## src/rtl/asm_pkg.sv

```systemverilog
package asm_pkg;

   typedef enum logic [2:0] {
      ST_IDLE  = 3'd0,
      ST_SEL   = 3'd1,
      ST_FETCH = 3'd2,
      ST_LOW   = 3'd3,
      ST_HIGH  = 3'd4
   } asm_state_e;

   localparam int unsigned BYTE_W   = 8;
   localparam int unsigned BIT_IDX_W = 3;

   function automatic logic [BYTE_W-1:0] head_byte(input logic [6:0] addr, input logic rd);
      return {addr, rd};
   endfunction

endpackage

```

## src/rtl/asm_phase_timer.sv

```systemverilog
module asm_phase_timer #(
   parameter int unsigned HP_W = 12
) (
   input  logic            clk,
   input  logic            rst_n,
   input  logic            restart,
   input  logic [HP_W-1:0] reload,
   output logic            expired
);

   logic [HP_W-1:0] cnt_q;

   always_ff @(posedge clk or negedge rst_n) begin
      if (!rst_n) begin
         cnt_q <= '0;
      end else if (restart) begin
         cnt_q <= reload - HP_W'(1);
      end else if (cnt_q != '0) begin
         cnt_q <= cnt_q - HP_W'(1);
      end
   end

   assign expired = (cnt_q == '0);

endmodule

```

## src/rtl/asm_in_sync.sv

```systemverilog
module asm_in_sync #(
   parameter int unsigned STAGES = 2
) (
   input  logic clk,
   input  logic rst_n,
   input  logic din,
   output logic dout
);

   generate
      if (STAGES == 0) begin : g_bypass
         assign dout = din;
      end else begin : g_chain
         logic [STAGES-1:0] pipe_q;
         always_ff @(posedge clk or negedge rst_n) begin
            if (!rst_n) begin
               pipe_q <= '0;
            end else begin
               pipe_q[0] <= din;
               for (int k = 1; k < STAGES; k++) begin
                  pipe_q[k] <= pipe_q[k-1];
               end
            end
         end
         assign dout = pipe_q[STAGES-1];
      end
   endgenerate

endmodule

```

## src/rtl/asm_byte_shifter.sv

```systemverilog
module asm_byte_shifter #(
   parameter int unsigned W = 8
) (
   input  logic         clk,
   input  logic         rst_n,
   input  logic         load,
   input  logic [W-1:0] load_val,
   input  logic         shift,
   input  logic         shift_in,
   output logic [W-1:0] value
);

   always_ff @(posedge clk or negedge rst_n) begin
      if (!rst_n) begin
         value <= '0;
      end else if (load) begin
         value <= load_val;
      end else if (shift) begin
         value <= {value[W-2:0], shift_in};
      end
   end

endmodule

```

## src/rtl/asm_probe.sv

```systemverilog
module asm_probe #(
   parameter logic [6:0] PRESENT_ADDR = 7'h10
) (
   input  logic [6:0] addr,
   output logic       found
);

   assign found = (addr == PRESENT_ADDR);

endmodule

```

## src/rtl/adr_serial_master.sv

```systemverilog
module adr_serial_master
   import asm_pkg::*;
#(
   parameter int unsigned HP_W         = 12,
   parameter int unsigned LEN_W        = 8,
   parameter int unsigned SYNC_STAGES  = 2,
   parameter logic [6:0]  PRESENT_ADDR = 7'h10
) (
   input  logic             clk,
   input  logic             rst_n,
   input  logic [HP_W-1:0]  half_cycles,
   input  logic             req_valid,
   input  logic             req_read,
   input  logic [6:0]       req_addr,
   input  logic [LEN_W-1:0] req_len,
   output logic             busy,
   output logic             done,
   input  logic [7:0]       wr_data,
   input  logic             wr_valid,
   output logic             wr_ready,
   output logic [7:0]       rd_data,
   output logic             rd_valid,
   input  logic [6:0]       probe_addr,
   output logic             probe_found,
   output logic             cs_n,
   output logic             sclk,
   output logic             mosi,
   input  logic             miso
);

   localparam logic [BIT_IDX_W-1:0] LAST_BIT = BIT_IDX_W'(BYTE_W - 1);

   generate
      if (HP_W < 2) begin : g_bad_hp
         $error("HP_W must be at least 2");
      end
      if (LEN_W < 1) begin : g_bad_len
         $error("LEN_W must be at least 1");
      end
      if (SYNC_STAGES > 4) begin : g_bad_sync
         $error("SYNC_STAGES above 4 is not supported");
      end
   endgenerate

   asm_state_e            state_q, state_d;
   logic [HP_W-1:0]       half_q, half_d, half_in, reload_val;
   logic                  dir_rd_q, dir_rd_d;
   logic                  rdm_q, rdm_d;
   logic [LEN_W-1:0]      left_q, left_d;
   logic [BIT_IDX_W-1:0]  bit_q, bit_d;
   logic                  sclk_q, sclk_d;
   logic                  mosi_q, mosi_d;
   logic                  done_q, done_d;
   logic                  rdv_q, rdv_d;
   logic [7:0]            rdd_q, rdd_d;
   logic                  restart, expired;
   logic                  sh_load, sh_shift, sh_din;
   logic [7:0]            sh_val, sh_q;
   logic                  miso_s;

   assign half_in    = (half_cycles == '0) ? HP_W'(1) : half_cycles;
   assign reload_val = (state_q == ST_IDLE) ? half_in : half_q;

   asm_phase_timer #(.HP_W(HP_W)) i_timer (
      .clk     (clk),
      .rst_n   (rst_n),
      .restart (restart),
      .reload  (reload_val),
      .expired (expired)
   );

   asm_in_sync #(.STAGES(SYNC_STAGES)) i_sync (
      .clk   (clk),
      .rst_n (rst_n),
      .din   (miso),
      .dout  (miso_s)
   );

   asm_byte_shifter #(.W(BYTE_W)) i_shift (
      .clk      (clk),
      .rst_n    (rst_n),
      .load     (sh_load),
      .load_val (sh_val),
      .shift    (sh_shift),
      .shift_in (sh_din),
      .value    (sh_q)
   );

   asm_probe #(.PRESENT_ADDR(PRESENT_ADDR)) i_probe (
      .addr  (probe_addr),
      .found (probe_found)
   );

   always_comb begin
      state_d  = state_q;
      half_d   = half_q;
      dir_rd_d = dir_rd_q;
      rdm_d    = rdm_q;
      left_d   = left_q;
      bit_d    = bit_q;
      sclk_d   = sclk_q;
      mosi_d   = mosi_q;
      done_d   = 1'b0;
      rdv_d    = 1'b0;
      rdd_d    = rdd_q;
      restart  = 1'b0;
      sh_load  = 1'b0;
      sh_val   = 8'h00;
      sh_shift = 1'b0;
      sh_din   = 1'b0;
      unique case (state_q)
         ST_IDLE: begin
            if (req_valid) begin
               state_d  = ST_SEL;
               restart  = 1'b1;
               half_d   = half_in;
               dir_rd_d = req_read;
               left_d   = req_len;
               rdm_d    = 1'b0;
               sh_load  = 1'b1;
               sh_val   = head_byte(req_addr, req_read);
            end
         end
         ST_SEL: begin
            if (expired) begin
               state_d = ST_LOW;
               restart = 1'b1;
               sclk_d  = 1'b0;
               mosi_d  = sh_q[7];
               bit_d   = '0;
            end
         end
         ST_FETCH: begin
            if (wr_valid) begin
               state_d = ST_LOW;
               restart = 1'b1;
               sclk_d  = 1'b0;
               mosi_d  = wr_data[7];
               bit_d   = '0;
               sh_load = 1'b1;
               sh_val  = wr_data;
            end
         end
         ST_LOW: begin
            if (expired) begin
               state_d = ST_HIGH;
               restart = 1'b1;
               sclk_d  = 1'b1;
               if (rdm_q) begin
                  sh_shift = 1'b1;
                  sh_din   = miso_s;
                  if (bit_q == LAST_BIT) begin
                     rdv_d = 1'b1;
                     rdd_d = {sh_q[6:0], miso_s};
                  end
               end
            end
         end
         ST_HIGH: begin
            if (expired) begin
               if (!rdm_q) begin
                  sh_shift = 1'b1;
               end
               if (bit_q != LAST_BIT) begin
                  state_d = ST_LOW;
                  restart = 1'b1;
                  sclk_d  = 1'b0;
                  bit_d   = bit_q + BIT_IDX_W'(1);
                  mosi_d  = rdm_q ? 1'b0 : sh_q[6];
               end else if (left_q == '0) begin
                  state_d = ST_IDLE;
                  done_d  = 1'b1;
               end else begin
                  left_d = left_q - LEN_W'(1);
                  bit_d  = '0;
                  if (dir_rd_q) begin
                     rdm_d   = 1'b1;
                     state_d = ST_LOW;
                     restart = 1'b1;
                     sclk_d  = 1'b0;
                     mosi_d  = 1'b0;
                  end else begin
                     state_d = ST_FETCH;
                  end
               end
            end
         end
         default: state_d = ST_IDLE;
      endcase
   end

   always_ff @(posedge clk or negedge rst_n) begin
      if (!rst_n) begin
         state_q  <= ST_IDLE;
         half_q   <= HP_W'(1);
         dir_rd_q <= 1'b0;
         rdm_q    <= 1'b0;
         left_q   <= '0;
         bit_q    <= '0;
         sclk_q   <= 1'b1;
         mosi_q   <= 1'b0;
         done_q   <= 1'b0;
         rdv_q    <= 1'b0;
         rdd_q    <= 8'h00;
      end else begin
         state_q  <= state_d;
         half_q   <= half_d;
         dir_rd_q <= dir_rd_d;
         rdm_q    <= rdm_d;
         left_q   <= left_d;
         bit_q    <= bit_d;
         sclk_q   <= sclk_d;
         mosi_q   <= mosi_d;
         done_q   <= done_d;
         rdv_q    <= rdv_d;
         rdd_q    <= rdd_d;
      end
   end

   assign busy     = (state_q != ST_IDLE);
   assign cs_n     = (state_q == ST_IDLE);
   assign wr_ready = (state_q == ST_FETCH);
   assign sclk     = sclk_q;
   assign mosi     = mosi_q;
   assign done     = done_q;
   assign rd_valid = rdv_q;
   assign rd_data  = rdd_q;

endmodule

```

## config.mk

```make
export PLATFORM = sky130hd
export DESIGN_NAME = adr_serial_master
export DESIGN_NICKNAME = d
export VERILOG_FILES = /design/src/rtl/asm_pkg.sv /design/src/rtl/asm_phase_timer.sv /design/src/rtl/asm_in_sync.sv /design/src/rtl/asm_byte_shifter.sv /design/src/rtl/asm_probe.sv /design/src/rtl/adr_serial_master.sv
export SDC_FILE = /design/constraint.sdc
export NUM_CORES = 1
export LEC_CHECK = 0
export BUFFER_PORTS_ARGS = -buffer_cell sky130_fd_sc_hd__buf_2
export CORE_MARGIN = 3
export CORE_UTILIZATION = 50
export DETAILED_ROUTE_END_ITERATION = 12
export PLACE_DENSITY = 0.73
export SLEW_MARGIN = 5
export SYNTH_ARGS = -nofsm -noshare
export SYNTH_HDL_FRONTEND = slang
export SYNTH_HIERARCHICAL = 1
export SYNTH_SLANG_ARGS = --single-unit
```

## constraint.sdc

```tcl
create_clock -name clk -period 7.9 [get_ports clk]
set_clock_uncertainty 0.15 [all_clocks]
set_input_delay 1.185 -clock clk [delete_from_list [all_inputs] [get_ports clk]]
set_output_delay 1.185 -clock clk [all_outputs]
set_load 0.1 [all_outputs]
```

# After elaboration in Yosys (flattened, before gate mapping)
# Index checks and enable logic that the tools add are counted.
[op_classes]
add_sub_neg = 4
n_mul = 0
n_div = 0
magnitude_cmp = 0
eq_ne = 17
n_shift = 0
n_mux = 74
bitwise = 0
reduce_logical = 20
[op_table]
columns = ["op", "count"]
rows = [
  ["2-to-1 mux 8 bit", 8],
  ["2-to-1 mux 12 bit", 4],
  ["2-to-1 mux 1 bit", 40],
  ["case mux 8 bit (2 select lines)", 2],
  ["2-to-1 mux 3 bit", 10],
  ["zero test 12 bit", 2],
  ["subtractor 12 x 1 -> 12 bit (second input constant)", 2],
  ["inequality test 2 bit (second input constant)", 8],
  ["case mux 3 bit (5 select lines)", 1],
  ["AND reduction 5 bit", 3],
  ["AND reduction 6 bit", 2],
  ["nonzero test 12 bit", 1],
  ["inequality test 3 bit (second input constant)", 3],
  ["case mux 3 bit (3 select lines)", 1],
  ["zero test 8 bit", 1],
  ["case mux 1 bit (4 select lines)", 2],
  ["subtractor 8 x 1 -> 8 bit (second input constant)", 1],
  ["equality test 7 x 5 -> 1 bit (second input constant)", 1],
  ["AND reduction 7 bit", 1],
  ["equality test 3 x 2 -> 1 bit (second input constant)", 2],
  ["equality test 3 bit (second input constant)", 2],
  ["case mux 1 bit (2 select lines)", 3],
  ["nonzero test 2 bit", 3],
  ["nonzero test 3 bit", 2],
  ["other kinds (9)", 10],
]
[word_totals]
regBits = 62
latchBits = 0
mem_bits_rw = 0
rom_bits = 0
output_inout_bits = 16
wordCells = 129
n_memories = 0

# Longest topological paths before layout
# Gate-level depths: netlist of run 1.
[depth]
word_depth = 6
mapped_depth = 15
mapped_depth_nobuf = 11

# Modules after synthesis
# The synthesis of run 1 kept the hierarchy.
[by_module_without_submodules]
columns = ["mod", "instances", "cells_per_inst", "area_each_um2", "seq_area_each_um2"]
rows = [
  ["adr_serial_master", 1, 206, 2321.0, 1003.5],
  ["asm_phase_timer", 1, 95, 863.3, 300.3],
  ["asm_byte_shifter", 1, 34, 372.9, 200.2],
  ["asm_in_sync", 1, 2, 50.0, 50.0],
  ["asm_probe", 1, 2, 22.5, 0.0],
]

# Worst setup path after synthesis of run 1
# No wires, ideal clock.
[synth_path]
kind = "input port to output port"
startpoint = "input port probe_addr[6]"
endpoint = "output port probe_found"
arrival_time_ps = 3357
required_time_ps = 6565
slack_ps = 3208
stages = 2
path_cell_list = "or4b_1 nor4_2"
[synth_via]
elab_chain_len = 1
[synth_rtl]
columns = ["item", "line", "rtl"]
rows = [
  ["from (decl)", "adr_serial_master.sv:23", "input logic [6:0] probe_addr,"],
  ["equality test 7 x 5 -> 1 bit", "asm_probe.sv:8", "assign found = (addr == PRESENT_ADDR);"],
  ["to (decl)", "adr_serial_master.sv:24", "output logic probe_found,"],
]
# No other way between the ends.

# Worst setup path after layout of run 1
[layout_path]
startpoint = "input port req_valid"
endpoint = "register i_timer.cnt_q[11]"
[layout_via]
elab_chain_len = 3
word_cells_on_any_way = 4
cone_classes = "mux (3); reduce/logical (1)"
[layout_rtl]
columns = ["item", "line", "rtl"]
rows = [
  ["from (decl)", "adr_serial_master.sv:12", "input logic req_valid,"],
  ["2-to-1 mux 1 bit (*)", "adr_serial_master.sv:113", "if (req_valid) begin"],
  ["case mux 1 bit (4 select lines) (*)", "adr_serial_master.sv:111", "unique case (state_q)"],
  ["via restart", "adr_serial_master.sv:56", "logic restart, expired;"],
  ["2-to-1 mux 12 bit / nonzero test 2 bit (equally long branches)", "-", ""],
  ["to (signal assigned)", "asm_phase_timer.sv:17", "cnt_q <= reload - HP_W'(1);"],
  ["to (signal assigned)", "asm_phase_timer.sv:19", "cnt_q <= cnt_q - HP_W'(1);"],
  ["to (decl)", "asm_phase_timer.sv:11", "logic [HP_W-1:0] cnt_q;"],
]
# Mark *: on every way through the listed nets, which the timed path passes. The rest lies on a longest branch.
# A chain may end at the register's enable or synchronous reset.

==> metrics.yaml, run 1 <==
routing:
  drcViolationCount: 0
  viasPerCell: 5.76
  routed_wl_um: 7840
  wl_per_cell_um: 15.7
  num_vias: 2872
  ant_nets: 0
  dr.pass1.iters: 4
  drtIter0Drc: 158
logic_synthesis:
  synth_top_area_cell: "dfrtp_1"
  ys_seq_area_share_pct: 42.8
  syn-num-nets: 391
  syn_area_um2: 3630
  synthArstFlopShare_pct: 100
  synth_cell_type_count: 73
  synthesis.area_per_instance_um2: 10.7
  yosysMostFrequentCell: "dfrtp_1"
  synthCells: 339
  yosys-top-cells-area: "dfrtp_1, mux2_2, mux2i_1"
  netlist.area_leader.share_pct: 41.4
  synth_flop_cell: "dfrtp_1"
  synth_common_cells: "dfrtp_1, mux2_2, nand2_1"
  ys_ff_latch: 62
  synth_edf_count: 0
  yosysWarningCount: 6
clocking:
  postCtsSetupBuffers: 0
  clock-sinks: 62
  htree_levels: 3
  clockBufferDepth: 2
  numCtsBuffers: 9
  cts_hold_buf: 0
  clkTransAtPathRegs_ns: 0.07
  cts_resized: 0
  cts_tree: "built"
  ctsRootBufferMaster: "clkbuf_8"
  clock_latency_ns: 0.34
power_and_ir_drop:
  p_leak_nw: 1.85
  max-vdd-ir-drop_uv: 195
  powerDensity_nw_per_um2: 318
floorplanning:
  die_area_um2: 8320
  die_x_um: 91.2
  initial_core_util_pct: 52.6
  core_area_um2: 6910
  die_h_um: 91.2
  row_count: 30
  io_pins: 64
placement:
  routabilityCongestion: 0.870
  dpl.hpwl_um: 5570
  io_buffers: 63
critical_path:
  critical_path.top_delay_family: "simple AND/OR/NAND/NOR gates"
  arrival_ns: 4.28
  path_buf_inv: 2
  slowest_stage: "nor2_2"
  worstPathCellList: "buf_2, nand2b_1, nor2_2, or3_1, buf_4, or4b_4, a222oi_1, and3_1, nor3_1"
  critPathRequiredTime_ns: 7.97
  cp-start-kind: "input port"
  endpoint_kind: "register"
  slowest_delay_ns: 0.80
  crit_fanout: 36
  critPathKind: "in2reg"
global_route:
  first_global_vias: 2803
  grt_usage_pct: 19.5
  antenna_found_initial: 0
  grt_overflow_total: 0
  grt_pass1_wl_um: 13200
  grt_max_degree: 63
run:
  max_cap_violations: 0
sta:
  relSlewSlack_pct: 30.5
  finalHoldViolations: 0
  tns_ns: 0
  max_freq_ghz: 0.238
  tightest_slew_ns: 1.04
  setup_viol: 0
  final.min_clock_period_ns: 4.20
  fin_hold_ws_ns: 0.215
  slew_violations: 0
  fin_crit_sh_pct: 53.2
  rsz0062_at_grt: "no"
cells_and_area:
  fillCellCount: 625
  finalNetCount: 450
  syn2layout_area_growth_pct: 14.7
  regArea_um2: 1550
  multiInputGateArea_um2: 1950
  drive_above_1_share_pct: 33.7
  diodes: 0
min_path:
  timing.hold.worst.class: "reg2reg"
run_status:
  status: "finished, final reports clean"
## sequential cells by signal, summed over array words and instances (netlist names), 2 cells and up
register,count
i_sync/g_chain.pipe_q,2
bit_q,3
state_q,3
i_shift/value,8
i_timer/cnt_q,12
half_q,12
left_q,8
rd_data,8
## kinds of logic after synthesis
family          Yosys count  share of synthesized area [%]
simple gates            112                           19.3
compound gates           80                           15.9
flops                    62                           42.8
mux                      49                           14.7
buf+inv                  22                           3.52
xor+xnor                 10                           2.41
fa+ha+maj                 4                           1.38
## metal layers
metal	up-vias	share of wire, %	global-route usage (%)
li1	1400	-	-
met1	1381	44	25.2
met2	77	49	32.2
met3	14	5.4	5.39
met4	0	1.4	5.03
met5	-	0	0
## cell type report
type / count / area share, %
multi-input cells: 255 / 46.8
flip-flops and latches: 62 / 37.3
repair buffers: 66 / 8.12
clock buffers: 13 / 4.06
well taps: 96 / 2.89
clock inverters: 3 / 0.421
inverters: 4 / 0.361
## stage by stage
stage	total power, W	std cells	worst slack, ns	instance area (um^2)	utilization [%]
global route	0.00141	499	3.31	4160	60.3
global placement	0.00105	483	3.50	3980	57.6
CTS	0.00133	499	3.73	4160	60.3
finish	0.00132	499	3.70	4160	60.3
detailed placement	0.00107	483	3.38	3980	57.6
floorplan	0.000945	339	3.21	3630	-
## placed cells by master (no fill, tap or decap), types with 4 or more instances in the layout
cell / n
buf_2: 63
dfrtp_1: 60
mux2_2: 33
nand2_1: 21
nor2_1: 15
mux2i_1: 15
a22o_1: 13
a21oi_1: 12
clkbuf_8: 12
nor3_1: 11
o21ai_0: 10
o21ai_1: 9
and3_1: 7
nand2b_1: 6
nand3_1: 6
o2bb2ai_1: 5
xor2_1: 5
xnor2_1: 5
inv_1: 4
and2_1: 4
or3_1: 4
a22oi_1: 4
o211ai_1: 4
ha_1: 4
## power breakdown
group / switching (W) / leakage (nW) / total (W) / internal, W
registers: 0.000105 / 0.792 / 0.000535 / 0.000430
clock network: 0.000119 / 0.0954 / 0.000258 / 0.000139
logic: 0.000287 / 0.959 / 0.000530 / 0.000243
## final timing paths
path                                                    start                                 end  slack (ns)  cells after the start
setup / recovery                                    req_valid       i_timer/cnt_q[11]$_DFFE_PN0P_        3.70                      9
hold / removal             i_sync/g_chain.pipe_q[0]$_DFF_PN0_  i_sync/g_chain.pipe_q[1]$_DFF_PN0_        0.22                      0
setup reg to reg                 i_timer/cnt_q[2]$_DFFE_PN0P_       i_timer/cnt_q[11]$_DFFE_PN0P_        3.80                     11
hold reg to reg            i_sync/g_chain.pipe_q[0]$_DFF_PN0_  i_sync/g_chain.pipe_q[1]$_DFF_PN0_        0.22                      0
max in group asynchronous                               rst_n        i_timer/cnt_q[5]$_DFFE_PN0P_        6.20                      2
min in group asynchronous                               rst_n               left_q[4]$_DFFE_PN0P_        0.86                      2
Note: power is estimated with default switching activity, not from simulation.
==> inputs of run 2 (changes only) <==
--- a/config.mk
+++ b/config.mk
@@ -9,7 +9,7 @@
 export CORE_MARGIN = 3
 export CORE_UTILIZATION = 50
 export DETAILED_ROUTE_END_ITERATION = 12
-export PLACE_DENSITY = 0.73
+export PLACE_DENSITY = 0.75
 export SLEW_MARGIN = 5
 export SYNTH_ARGS = -nofsm -noshare
 export SYNTH_HDL_FRONTEND = slang
==> constraint.sdc (replaced) <==
create_clock -name clk -period 3.7 [get_ports clk]
set_clock_uncertainty 0.15 [all_clocks]
set_input_delay 0.555 -clock clk [delete_from_list [all_inputs] [get_ports clk]]
set_output_delay 0.555 -clock clk [all_outputs]
set_load 0.1 [all_outputs]
==> run 2 against run 1 <==
- clock power is 140% higher
- critical path depth stayed put
- global-route usage is 1.8 points higher
- first-iteration DRC count is 30% lower
- core utilization is 1.6 points higher
- final cell count is 2.2% higher
- power is 120% higher
- combinational power is 130% higher
- routed wire length is 6.4% higher
- final area is 2.6% higher
- critical path type is now reg2reg
- largest cell class unchanged
==> metrics.yaml, run 2 (synthesis gave the netlist of run 1 again) <==
critical_path:
  worstPathCellList: "nand4bb_1, o21ai_0, or3_1, buf_4, or4_1, a222oi_1, buf_4, xor2_1, nor2_1"
  r2r_slack_ns: 0.27  # -3.53 ns
  crit_cells: 9  # unchanged
  path_buf_inv: 2  # unchanged
  critPathRequiredTime_ns: 3.77  # -4.20 ns
  slowest_stage: "dfrtp_1"
  endpoint_kind: "register"
  path_common_cell: "buf_4"
  crit_end: "i_timer/cnt_q[7]$_DFFE_PN0P_"
  crit-reg2reg-launch: "state_q[2]$_DFFE_PN0P_"
  cp-start-kind: "register"
  critical_path.top_delay_family: "simple AND/OR/NAND/NOR gates"
  arrival_ns: 3.49  # -0.79 ns
  r2r_cells: 9  # -2
  critPathKind: "reg2reg"
  slowest_delay_ns: 0.65  # -0.15 ns
  worstReg2RegEnd: "i_timer/cnt_q[7]$_DFFE_PN0P_"
  timing.critical_path.from: "state_q[2]$_DFFE_PN0P_"
  crit_fanout: 25  # -31%
clocking:
  clock-sinks: 62  # unchanged
  numCtsBuffers: 9  # unchanged
  cts_resized: 0  # unchanged
  clockBufferDepth: 2  # unchanged
  htree_levels: 3  # unchanged
  clock_latency_ns: 0.34  # about the same
  cts_hold_buf: 0  # unchanged
  clkTransAtPathRegs_ns: 0.07  # about the same
  cts_tree: "built"
  ctsRootBufferMaster: "clkbuf_8"
  postCtsSetupBuffers: 0  # unchanged
floorplanning:
  die_h_um: 91.2  # unchanged
  io_pins: 64  # unchanged
  die_x_um: 91.2  # unchanged
  row_count: 30  # unchanged
  core_area_um2: 6910  # unchanged
  initial_core_util_pct: 52.6  # unchanged
  die_area_um2: 8320  # unchanged
power_and_ir_drop:
  powerDensity_nw_per_um2: 694  # +120%
  p_leak_nw: 1.91  # +3.2%
  max-vdd-ir-drop_uv: 423  # +120%
sta:
  slew_violations: 0  # unchanged
  rsz0062_at_grt: "no"
  tns_ns: 0  # unchanged
  final.min_clock_period_ns: 3.43
  finalHoldViolations: 0  # unchanged
  relSlewSlack_pct: 56.1  # +26 points
  fin_crit_sh_pct: 92.6
  tightest_slew_ns: 0.658  # -0.384 ns
  setup_viol: 0  # unchanged
  max_freq_ghz: 0.292
cells_and_area:
  drive_above_1_share_pct: 36.0  # +2.2 points
  fillCellCount: 595  # -4.8%
  mostFrequentLayoutCells: "buf_2, dfrtp_1, mux2_2"
  top_regs: "half_q (12), i_timer/cnt_q (12)"
  utilization_pct: 61.8  # +1.6 points
  diodes: 0  # unchanged
  final_common_cell: "buf_2"
  multiInputGateArea_um2: 1950  # +0.26%
  regArea_um2: 1550  # unchanged
  finalNetCount: 461  # +2.4%
  syn2layout_area_growth_pct: 17.6
placement:
  routabilityCongestion: 0.921  # +5.9%
  dpl.hpwl_um: 6220  # +12%
  io_buffers: 63  # unchanged
global_route:
  grt_overflow_total: 0  # unchanged
  grt_pass1_wl_um: 14100  # +6.9%
  grt_max_degree: 34  # -46%
  antenna_found_initial: 0  # unchanged
  first_global_vias: 2916  # +4.0%
  grt_usage_pct: 21.3  # +1.8 points
run:
  max_cap_violations: 0  # unchanged
routing:
  wl_per_cell_um: 16.4  # +4.1%
  dr.pass1.iters: 4  # unchanged
  routed_wl_um: 8340  # +6.4%
  drcViolationCount: 0  # unchanged
  viasPerCell: 5.78  # +0.47%
  drtIter0Drc: 110  # -30%
  num_vias: 2949  # +2.7%
  ant_nets: 0  # unchanged
min_path:
  timing.hold.worst.class: "in2async"
run_status:
  status: "finished, final reports clean"
run 2: cell count changes in the layout (fill, tap and decap cells not counted), sizes merged:
cell and delta:
inv +1, bufinv +1, buf +11, clkbuf -3, clkinvlp +2, clkinv -1
run 2: final cells by class:
cell class | count | area share (%)
multi-input cells | 255 | 45.7
repair buffers | 77 | 9.84
clock buffers | 10 | 3.22
clock inverters | 6 | 1.64
flip-flops and latches | 62 | 36.4
inverters | 4 | 0.352
well taps | 96 | 2.81
run 2: metal layers:
layer | vias up | track usage, % | part of all wire, %
met5 | - | 0 | 0
met4 | 0 | 5.03 | 0.76
met3 | 8 | 5.80 | 5.7
met2 | 90 | 35.7 | 49
met1 | 1436 | 27.3 | 44
li1 | 1415 | - | -
run 2: worst min path at each step:
stage | startpoint | to | slack, ns | cells after the start
2_1_floorplan | rst_n | bit_q[0]$_DFFE_PN0P_ | 0.11 | 0
3_3_place_gp | i_sync/g_chain.pipe_q[0]$_DFF_PN0_ | i_sync/g_chain.pipe_q[1]$_DFF_PN0_ | 0.18 | 0
3_5_place_dp | i_sync/g_chain.pipe_q[0]$_DFF_PN0_ | i_sync/g_chain.pipe_q[1]$_DFF_PN0_ | 0.20 | 0
4_1_cts | rst_n | bit_q[0]$_DFFE_PN0P_ | 0.10 | 1
5_1_grt | rst_n | bit_q[0]$_DFFE_PN0P_ | 0.13 | 1
6_report | rst_n | i_timer/cnt_q[8]$_DFFE_PN0P_ | 0.09 | 1
run 2: stage by stage:
| step | cell area (um^2) | power, W | instances | worst slack [ns] | hold slack (ns) |
|---|---|---|---|---|---|
| 2_1_floorplan | 3630 | 0.00202 | 339 | 0.0275 | 0.109 |
| 3_3_place_gp | 4060 | 0.00231 | 494 | 0.404 | 0.184 |
| 3_5_place_dp | 4060 | 0.00234 | 494 | 0.270 | 0.204 |
| 4_1_cts | 4270 | 0.00297 | 510 | 0.245 | 0.103 |
| 5_1_grt | 4270 | 0.00316 | 510 | 0.0167 | 0.134 |
| 6_report | 4270 | 0.00296 | 510 | 0.275 | 0.0907 |
run 2: report_power, final:
| group | switching (W) | total [W] | leakage (nW) | internal, W |
|---|---|---|---|---|
| sequential | 0.000234 | 0.00115 | 0.792 | 0.000917 |
| combinational | 0.000633 | 0.00120 | 1.02 | 0.000562 |
| clock | 0.000284 | 0.000617 | 0.0951 | 0.000332 |
| total | 0.00115 | 0.00296 | 1.91 | 0.00181 |
